$ cat src/rtl/rfclk_pkg.sv
`timescale 1ns/1ps
package rfclk_pkg;
  typedef enum logic {
    HMODE_MANUAL = 1'b0,
    HMODE_AUTO   = 1'b1
  } hmode_e;
endpackage

$ cat src/rtl/rfclk_rst_sync.sv
`timescale 1ns/1ps
module rfclk_rst_sync #(
  parameter int STAGES = 2
) (
  input  logic clk,
  input  logic rst_n,
  output logic rst_n_sync
);
  logic [STAGES-1:0] shift_q;

  always_ff @(posedge clk or negedge rst_n) begin
    if (!rst_n) shift_q <= '0;
    else        shift_q <= {shift_q[STAGES-2:0], 1'b1};
  end

  assign rst_n_sync = shift_q[STAGES-1];
endmodule

$ cat src/rtl/rfclk_harm_sel.sv
`timescale 1ns/1ps
module rfclk_harm_sel
  import rfclk_pkg::*;
#(
  parameter int ACC_W        = 32,
  parameter int HARM_W       = 15,
  parameter int HARM_MAX     = 16535,
  parameter int HARM_LOG_MAX = 14
) (
  input  logic [ACC_W-1:0]  frev_i,
  input  hmode_e            mode_i,
  input  logic [HARM_W-1:0] harm_i,
  output logic [HARM_W-1:0] harm_o
);
  logic [HARM_W-1:0] pow2_h;
  logic [HARM_W-1:0] man_h;
  int                shift_k;

  // Smallest shift that lifts the highest set bit to position ACC_W-2.
  always_comb begin
    shift_k = HARM_LOG_MAX;
    for (int i = HARM_LOG_MAX; i >= 0; i--) begin
      if ((frev_i >> (ACC_W - 2 - i)) != '0) shift_k = i;
    end
    pow2_h = HARM_W'(1) << shift_k;
  end

  always_comb begin
    if (harm_i == '0)                          man_h = HARM_W'(1);
    else if (harm_i > HARM_W'(HARM_MAX))       man_h = HARM_W'(HARM_MAX);
    else                                       man_h = harm_i;
  end

  assign harm_o = (mode_i == HMODE_AUTO) ? pow2_h : man_h;
endmodule

$ cat src/rtl/rfclk_chan.sv
`timescale 1ns/1ps
module rfclk_chan #(
  parameter int ACC_W    = 32,
  parameter int HARM_W   = 15,
  parameter int HARM_MAX = 16535
) (
  input  logic              clk,
  input  logic              rst_n,
  input  logic              clr_i,
  input  logic [ACC_W-1:0]  frev_i,
  input  logic [HARM_W-1:0] harm_req_i,
  output logic              rf_ce_o,
  output logic              tag_o
);
  logic [ACC_W-1:0]  acc_q, acc_d;
  logic [HARM_W-1:0] cnt_q, cnt_d;
  logic [HARM_W-1:0] harm_q, harm_d;
  logic              ce_q, ce_d;
  logic              tag_q, tag_d;

  logic [ACC_W-1:0]  step;
  logic [ACC_W:0]    sum;
  logic              carry;
  logic              rev_end;

  assign step    = frev_i * ACC_W'(harm_q);
  assign sum     = {1'b0, acc_q} + {1'b0, step};
  assign carry   = sum[ACC_W];
  assign rev_end = carry && (cnt_q == harm_q - 1'b1);

  always_comb begin
    if (clr_i) begin
      acc_d  = '0;
      cnt_d  = '0;
      harm_d = harm_req_i;
      ce_d   = 1'b0;
      tag_d  = 1'b0;
    end else begin
      acc_d  = sum[ACC_W-1:0];
      ce_d   = carry;
      tag_d  = rev_end;
      harm_d = rev_end ? harm_req_i : harm_q;
      if (!carry)       cnt_d = cnt_q;
      else if (rev_end) cnt_d = '0;
      else              cnt_d = cnt_q + 1'b1;
    end
  end

  always_ff @(posedge clk or negedge rst_n) begin
    if (!rst_n) begin
      acc_q  <= '0;
      cnt_q  <= '0;
      harm_q <= HARM_W'(1);
      ce_q   <= 1'b0;
      tag_q  <= 1'b0;
    end else begin
      acc_q  <= acc_d;
      cnt_q  <= cnt_d;
      harm_q <= harm_d;
      ce_q   <= ce_d;
      tag_q  <= tag_d;
    end
  end

  assign rf_ce_o = ce_q;
  assign tag_o   = tag_q;

  // a clear leaves both outputs quiet on the following cycle
  a_r7_clear_quiet: assert property (@(posedge clk) disable iff (!rst_n)
    clr_i |=> (!rf_ce_o && !tag_o));

  // the active harmonic moves only together with a tag or after a clear
  a_r6_harm_at_tag: assert property (@(posedge clk) disable iff (!rst_n)
    (harm_q != $past(harm_q)) |-> (tag_o || $past(clr_i)));

  // a tag is always one of the clock-enable pulses
  a_r5_tag_on_ce: assert property (@(posedge clk) disable iff (!rst_n)
    tag_o |-> rf_ce_o);

  // divider position stays inside the current revolution
  a_r5_count_bound: assert property (@(posedge clk) disable iff (!rst_n)
    cnt_q < harm_q);

  // active harmonic never leaves the legal range
  a_r4_harm_range: assert property (@(posedge clk) disable iff (!rst_n)
    (harm_q >= HARM_W'(1)) && (harm_q <= HARM_W'(HARM_MAX)));
endmodule

$ cat src/rtl/rfclk_tag_gen.sv
`timescale 1ns/1ps
module rfclk_tag_gen
  import rfclk_pkg::*;
#(
  parameter int NCH          = 2,
  parameter int ACC_W        = 32,
  parameter int HARM_W       = 15,
  parameter int HARM_MAX     = 16535,
  parameter int HARM_LOG_MAX = 14
) (
  input  logic                    clk,
  input  logic                    rst_n,
  input  logic                    phase_clr_i,
  input  logic [NCH-1:0]          auto_i,
  input  logic [NCH*HARM_W-1:0]   harm_i,
  input  logic [NCH*ACC_W-1:0]    frev_i,
  output logic [NCH-1:0]          rf_ce_o,
  output logic [NCH-1:0]          tag_o
);
  logic rst_n_sync;

  rfclk_rst_sync #(.STAGES(2)) u_rst (
    .clk        (clk),
    .rst_n      (rst_n),
    .rst_n_sync (rst_n_sync)
  );

  for (genvar c = 0; c < NCH; c++) begin : g_ch
    logic [HARM_W-1:0] harm_req;
    hmode_e            mode;

    assign mode = auto_i[c] ? HMODE_AUTO : HMODE_MANUAL;

    rfclk_harm_sel #(
      .ACC_W        (ACC_W),
      .HARM_W       (HARM_W),
      .HARM_MAX     (HARM_MAX),
      .HARM_LOG_MAX (HARM_LOG_MAX)
    ) u_sel (
      .frev_i (frev_i[c*ACC_W +: ACC_W]),
      .mode_i (mode),
      .harm_i (harm_i[c*HARM_W +: HARM_W]),
      .harm_o (harm_req)
    );

    rfclk_chan #(
      .ACC_W    (ACC_W),
      .HARM_W   (HARM_W),
      .HARM_MAX (HARM_MAX)
    ) u_chan (
      .clk        (clk),
      .rst_n      (rst_n_sync),
      .clr_i      (phase_clr_i),
      .frev_i     (frev_i[c*ACC_W +: ACC_W]),
      .harm_req_i (harm_req),
      .rf_ce_o    (rf_ce_o[c]),
      .tag_o      (tag_o[c])
    );

    // automatic selection always requests a single power of two
    a_r3_auto_pow2: assert property (@(posedge clk) disable iff (!rst_n_sync)
      auto_i[c] |-> ($countones(harm_req) == 1));
  end
endmodule

$ cat config.mk
export PLATFORM = sky130hd
export DESIGN_NAME = rfclk_tag_gen
export DESIGN_NICKNAME = d
export VERILOG_FILES = /design/src/rtl/rfclk_pkg.sv /design/src/rtl/rfclk_rst_sync.sv /design/src/rtl/rfclk_harm_sel.sv /design/src/rtl/rfclk_chan.sv /design/src/rtl/rfclk_tag_gen.sv
export SDC_FILE = /design/constraint.sdc
export NUM_CORES = 2
export LEC_CHECK = 0
export CAP_MARGIN = 40
export CORE_MARGIN = 5
export CORE_UTILIZATION = 59
export DETAILED_ROUTE_END_ITERATION = 10
export PLACE_DENSITY_LB_ADDON = 0.3
export REMOVE_ABC_BUFFERS = 1
export SLEW_MARGIN = 20
export SYNTH_ARGS = -nofsm -noshare
export SYNTH_HDL_FRONTEND = slang
export SYNTH_HIERARCHICAL = 1
export SYNTH_SLANG_ARGS = --single-unit
$ cat constraint.sdc
create_clock -name clk -period 4.1 [get_ports clk]
set_input_delay 1.025 -clock clk [delete_from_list [all_inputs] [get_ports clk]]
set_output_delay 1.025 -clock clk [all_outputs]
set_load 0.05 [all_outputs]
# After elaboration in Yosys (flattened, before gate mapping)
# Index checks and enable logic that the tools add are counted.
[totals]
ff_bits = 130
output_inout_bits = 4
wordCells = 113
[op_classes]
addsub = 6
multipliers = 2
order_cmp = 2
n_eq_ne = 2
shift = 2
muxes = 52
reduce_logical = 36
[op_table]
columns = ["op", "count"]
rows = [
  ["$mux 32", 28],
  ["$reduce_bool 32->1", 28],
  ["$mux 15", 16],
  ["$add 32x32->33", 2],
  ["$mul 32x15->32", 2],
  ["$shl 1x32->15 const A", 2],
  ["$add 15x1->15 const B", 2],
  ["$eq 15x15->1", 2],
  ["$gt 15x15->1 const B", 2],
  ["$logic_not 15->1", 2],
  ["$sub 15x1->15 const B", 2],
  ["$reduce_bool 2->1", 4],
  ["$mux 1", 6],
  ["$mux 2", 2],
  ["$logic_and 1x1->1", 2],
]

# Depth between registers and ports, before layout
[depth]
depth_word = 19
depth_mapped = 37
ltp_nobuf = 31

# By module
# The synthesis kept the hierarchy.
[modules_own_cells]
columns = ["module", "instances", "cells_per_inst", "area_per_inst_um2", "seq_area_each_um2"]
rows = [
  ["rfclk_chan at g_ch[0].u_chan", 1, 1761, 15663.8, 1602.8],
  ["rfclk_chan at g_ch[1].u_chan", 1, 1736, 15444.8, 1602.8],
  ["rfclk_harm_sel at g_ch[0].u_sel", 1, 88, 553.0, 0.0],
  ["rfclk_harm_sel at g_ch[1].u_sel", 1, 76, 501.7, 0.0],
  ["rfclk_rst_sync", 1, 3, 53.8, 50.0],
]

# Worst setup path before layout
# No wires, ideal clock.
[synth_path]
kind = "input -> register"
startpoint = "in frev_i[8]"
endpoint = "reg g_ch[0].u_chan.cnt_q[13]"
setup_time_ns = 0.126
arrival_ns = 8.612
required_ns = 3.974
path_slack_ns = -4.638
path_stages = 32
path_cell_list = "clkbuf_1 -> and2_1 -> fa_1 -> inv_1 -> fa_1 -> inv_1 -> fa_1 -> fa_1 -> fa_1 -> inv_1 -> fa_1 -> inv_1 -> ha_1 -> a21oi_1 -> o21ai_0 -> a41o_1 -> a31o_2 -> a31oi_1 -> o21bai_1 -> xor2_1 -> ha_1 -> and2_1 -> nand4_1 -> o31ai_2 -> a2111oi_0 -> o31a_1 -> or3b_1 -> buf_2 -> and2_1 -> buf_2 -> buf_6 -> a221o_1"
[synth_between]
elab_chain_len = 6
word_cells_on_any_way = 7
cone_classes = "add/sub: 1; mul: 1; mux: 3; reduce/logical: 2"
[synth_lines]
columns = ["element", "line_no", "source"]
rows = [
  ["start, declared", "rfclk_tag_gen.sv:16", "input logic [NCH*ACC_W-1:0] frev_i,"],
  ["$mul 32x15->32 *", "rfclk_chan.sv:26", "assign step = frev_i * ACC_W'(harm_q);"],
  ["$add 32x32->33 *", "rfclk_chan.sv:27", "assign sum = {1'b0, acc_q} + {1'b0, step};"],
  ["$logic_and 1x1->1", "rfclk_chan.sv:29", "assign rev_end = carry && (cnt_q == harm_q - 1'b1);"],
  ["$mux 15", "rfclk_chan.sv:44", "else if (rev_end) cnt_d = '0;"],
  ["$mux 15", "rfclk_chan.sv:43", "if (!carry) cnt_d = cnt_q;"],
  ["$mux 15", "rfclk_chan.sv:32", "if (clr_i) begin"],
  ["end signal, assigned", "rfclk_chan.sv:58", "cnt_q <= cnt_d;"],
  ["end, declared", "rfclk_chan.sv:16", "logic [HARM_W-1:0] cnt_q, cnt_d;"],
]
# Mark *: on every way between the ends. The rest lies on a longest branch, timed or not. The select of a mux whose other input is x is not followed.
# A chain may end at the register's enable or synchronous reset.

# Worst setup path after layout
[layout_path]
startpoint = "in frev_i[4]"
endpoint = "reg g_ch[0].u_chan.harm_q[6]"
[layout_between]
elab_chain_len = 4
[layout_lines]
columns = ["element", "line_no", "source"]
rows = [
  ["$mul 32x15->32", "rfclk_chan.sv:26", ""],
  ["$add 32x32->33", "rfclk_chan.sv:27", ""],
  ["$logic_and 1x1->1", "rfclk_chan.sv:29", ""],
  ["$reduce_bool 2->1 (no line)", "--", ""],
  ["end signal, assigned", "rfclk_chan.sv:59", "harm_q <= harm_d;"],
  ["end, declared", "rfclk_chan.sv:17", "logic [HARM_W-1:0] harm_q, harm_d;"],
]
# No other way between the ends.

==> results.tsv <==
stage	metric	value	unit
run_status	status	finished, violations left	
run_status	failing checks	negative setup slack	
global_routing	pin count of the biggest net entering global routing	89	
setup_path	R2R Setup Slk	-3.98	ns
sta	post-route minimum period	8.11	ns
detailed_routing	total number of vias	28500	
synth	Post-synth EDFFs	0	
sta	Rel. slew slack	39.7	%
placement	I/O Buffers	102	
finish	fin cells	4948	
clock_network	# H-tree levels	4	
clock_network	CTS Root Cell	clkbuf_16	
floorplanning	overall die area	59400	sq um
detailed_routing	DR WL/cell	19.1	microns
clock_network	Post-CTS Hold Buffers	0	
sta	fin crit share	198	%
hold_path	Hold WC Path Type	reg -> async	
detailed_routing	via/cell ratio	5.77	
detailed_routing	antenna-violating nets left	0	
setup_path	Slowest-stage cell, CP	fa_1	
floorplanning	core area	53900	sq um
global_routing	GRT Total Usage	30.7	%
setup_path	largest incremental delay on the critical path	0.54	ns
synth	Unique masters post-synth	100	
clock_network	total CTS buffers	17	
setup_path	FF-to-FF End	g_ch[0].u_chan/harm_q[6]	
setup_path	Worst setup EP type	flop	
synth	Synth Instances	3664	
setup_path	Worst path top cell family by delay	adder cells	
synth	Syn Area/Cell	8.79	sq um
synth	FF+latch count, synth	130	
finish	share of layout cells above drive strength 1	27.5	%
global_routing	first-pass GRT wire length	150000	microns
sta	final setup margin	-4.01	ns
placement	DP HPWL	68500	microns
setup_path	critical path required time	4.43	ns
sta	slew at the pin closest to its max-slew limit	0.896	ns
global_routing	GR Overflow Total	0	
setup_path	peak fanout along the critical path	7	
finish	commonest non-fill, non-tap cell in the layout	inv_1	
synth	ys flop type	dfrtp_1	
sta	fin. max-slew vios	0	
setup_path	cells on worst reg2reg path	32	
clock_network	CTS tree	done	
synth	Synth warnings	6	
sta	final number of hold-violating endpoints	0	
setup_path	crit path launch type	primary input	
finish	Final Net Count	5103	
floorplanning	Die Y	244	microns
sta	RSZ-0062 raised after global routing	yes	
global_routing	antenna violations before repair	0	
placement	cell total after placement	4820	
floorplanning	num ports	103	
setup_path	Worst R2R Start	g_ch[0].u_chan/harm_q[5]	
finish	Area growth syn-to-layout	29.3	%
detailed_routing	final WL	94600	microns
placement	dpl cell area	37700	sq um
floorplanning	row count	85	
sta	Setup violations, final	118	
detailed_routing	initial drt markers	1981	
clock_network	Reg clk slew, reported paths	0.06	ns
placement	DP Worst Slack	-5.40	ns
synth	post-synthesis sequential area ratio	10.1	%
sta	clk_skew	0.0119	ns
setup_path	most frequent CP cell	fa_1	
setup_path	Setup CP Type	in -> reg	
detailed_routing	DRC	0	
floorplanning	starting density of the core	59.7	%
setup_path	worst path bufs/invs	11	
synth	netlist area before placement	32200	sq um
clock_network	CTS Sinks	130	
sta	achievable frequency	0.123	GHz
synth	ys async rst share	100	%
floorplanning	Die Width	244	microns
clock_network	clk_lat worst skew	0.44	ns
finish	commonest non-fill, non-tap cells in the layout	619 x inv_1, 560 x fa_1, 497 x buf_4	
placement	RePlAce Congestion	0.928	
setup_path	CP arrival	8.44	ns
detailed_routing	DRT Pass-1 Iters	6	
finish	design area	41700	sq um
clock_network	Clock Path Buffers	2	
flow_run	Max Cap Violations	0	
global_routing	number of global-route vias before repair	30600	
-- logic make-up (layout without fill, tap and decap cells) --
kind of cell               after synthesis  after routing  synth area share [%]
buffers and inverters                  838           1424                  9.96
adders and majority gates              766            766                  43.3
AOI/OAI and AO/OA                      445            445                  9.54
muxes                                   37             37                  1.40
DFF                                    130            130                  10.1
xor gates and xnor gates               184            184                  5.00
other                                    1              2                0.0116
and+or+nand+nor                       1263           1264                  20.7
-- worst max-delay path by stage --
stage                                          end  cells after the start       start
after floorplan           g_ch[1].u_chan/harm_q[1]                     28  frev_i[43]
after global placement    g_ch[0].u_chan/cnt_q[13]                     29   frev_i[6]
after detailed placement   g_ch[0].u_chan/cnt_q[8]                     29   frev_i[8]
after CTS                 g_ch[1].u_chan/harm_q[4]                     30  frev_i[35]
after global routing      g_ch[0].u_chan/harm_q[9]                     33   frev_i[4]
final                     g_ch[0].u_chan/harm_q[6]                     33   frev_i[4]
-- synthesized netlist by cell type (5+ instances only) --
cell type	count	area, sq um
a2111oi_0	5	43.8
a211oi_1	20	150
a21boi_0	6	45.0
a21o_1	46	345
a21oi_1	110	551
a221o_1	14	140
a31o_2	6	52.6
a31oi_1	12	75.1
and2_1	421	2630
and3_1	28	175
buf_1	11	41.3
buf_2	13	65.1
clkbuf_1	135	507
dfrtp_1	128	3200
fa_1	580	11600
ha_1	186	2330
inv_1	674	2530
mux2_1	10	113
mux2_2	15	169
mux2_4	10	150
nand2_1	413	1550
nand2b_1	21	131
nand3_1	35	175
nand4_1	16	100
nor2_1	128	480
nor2b_1	28	175
nor3_1	56	280
nor3b_1	16	120
nor4_1	11	68.8
nor4b_1	13	114
o211ai_1	12	90.1
o21a_1	28	210
o21ai_0	74	370
o21ai_1	6	30.0
o21bai_1	16	120
o2bb2ai_1	11	96.3
o31ai_1	19	143
or2_2	12	75.1
or3_1	15	93.8
or4_1	11	82.6
xnor2_1	125	1090
xor2_1	59	517
-- worst register-to-register path: cells and delay by family (launching register included) --
kind / cells / cell delay (ns)
fa+ha+maj: 8 / 3.39
simple gates: 4 / 0.98
mux: 1 / 0.30
flops: 1 / 0.53
buf+inv: 10 / 1.14
xor+xnor: 1 / 0.14
compound gates: 8 / 1.49
-- metal layers --
layer | wire length, microns | track usage (%)
met1 | 36700 | 39.6
met2 | 47100 | 52.4
met3 | 6690 | 5.52
met4 | 4100 | 10.8
met5 | 0 | 0
-- metrics by stage --
| stage | TNS, ns | util [%] | hold slack [ns] |
|---|---|---|---|
| CTS | -390.63 | 74.9 | 0.361 |
| finish | -404.10 | 77.3 | 0.344 |
| floorplan | -413.80 | - | 0.331 |
| global placement | -521.09 | 69.8 | 0.343 |
| global route | -426.30 | 77.2 | 0.379 |
| detailed placement | -536.23 | 69.8 | 0.337 |
-- state kept, by name (all words and copies together) (netlist names) --
register / cells
u_rst/shift_q: 2
g_ch.u_chan/harm_q: 30
g_ch.u_chan/acc_q: 64
g_ch.u_chan/cnt_q: 30
g_ch.u_chan/tag_o: 2
g_ch.u_chan/rf_ce_o: 2
-- cell type report --
type / count / area, sq um
diodes: 1 / 2.50
clock buffers: 20 / 437
clock inverters: 12 / 111
fillers: 3315 / 12300
inverters: 674 / 2530
multi-input cells: 2697 / 28100
flip-flops and latches: 130 / 3270
well taps: 696 / 871
repair buffers: 718 / 6310
-- what timing repair did --
| action | 4_1_cts | 5_1_grt |
|---|---|---|
| pin swaps | 289 | 200 |
| resized for setup | 537 | 296 |
| cloned | 6 | 0 |
| setup endpoints to repair | 120 | 120 |
| buffers inserted | 68 | 35 |
Power is not shown: default switching activity piles up to over one toggle a cycle in this logic, so the estimate is an artifact.
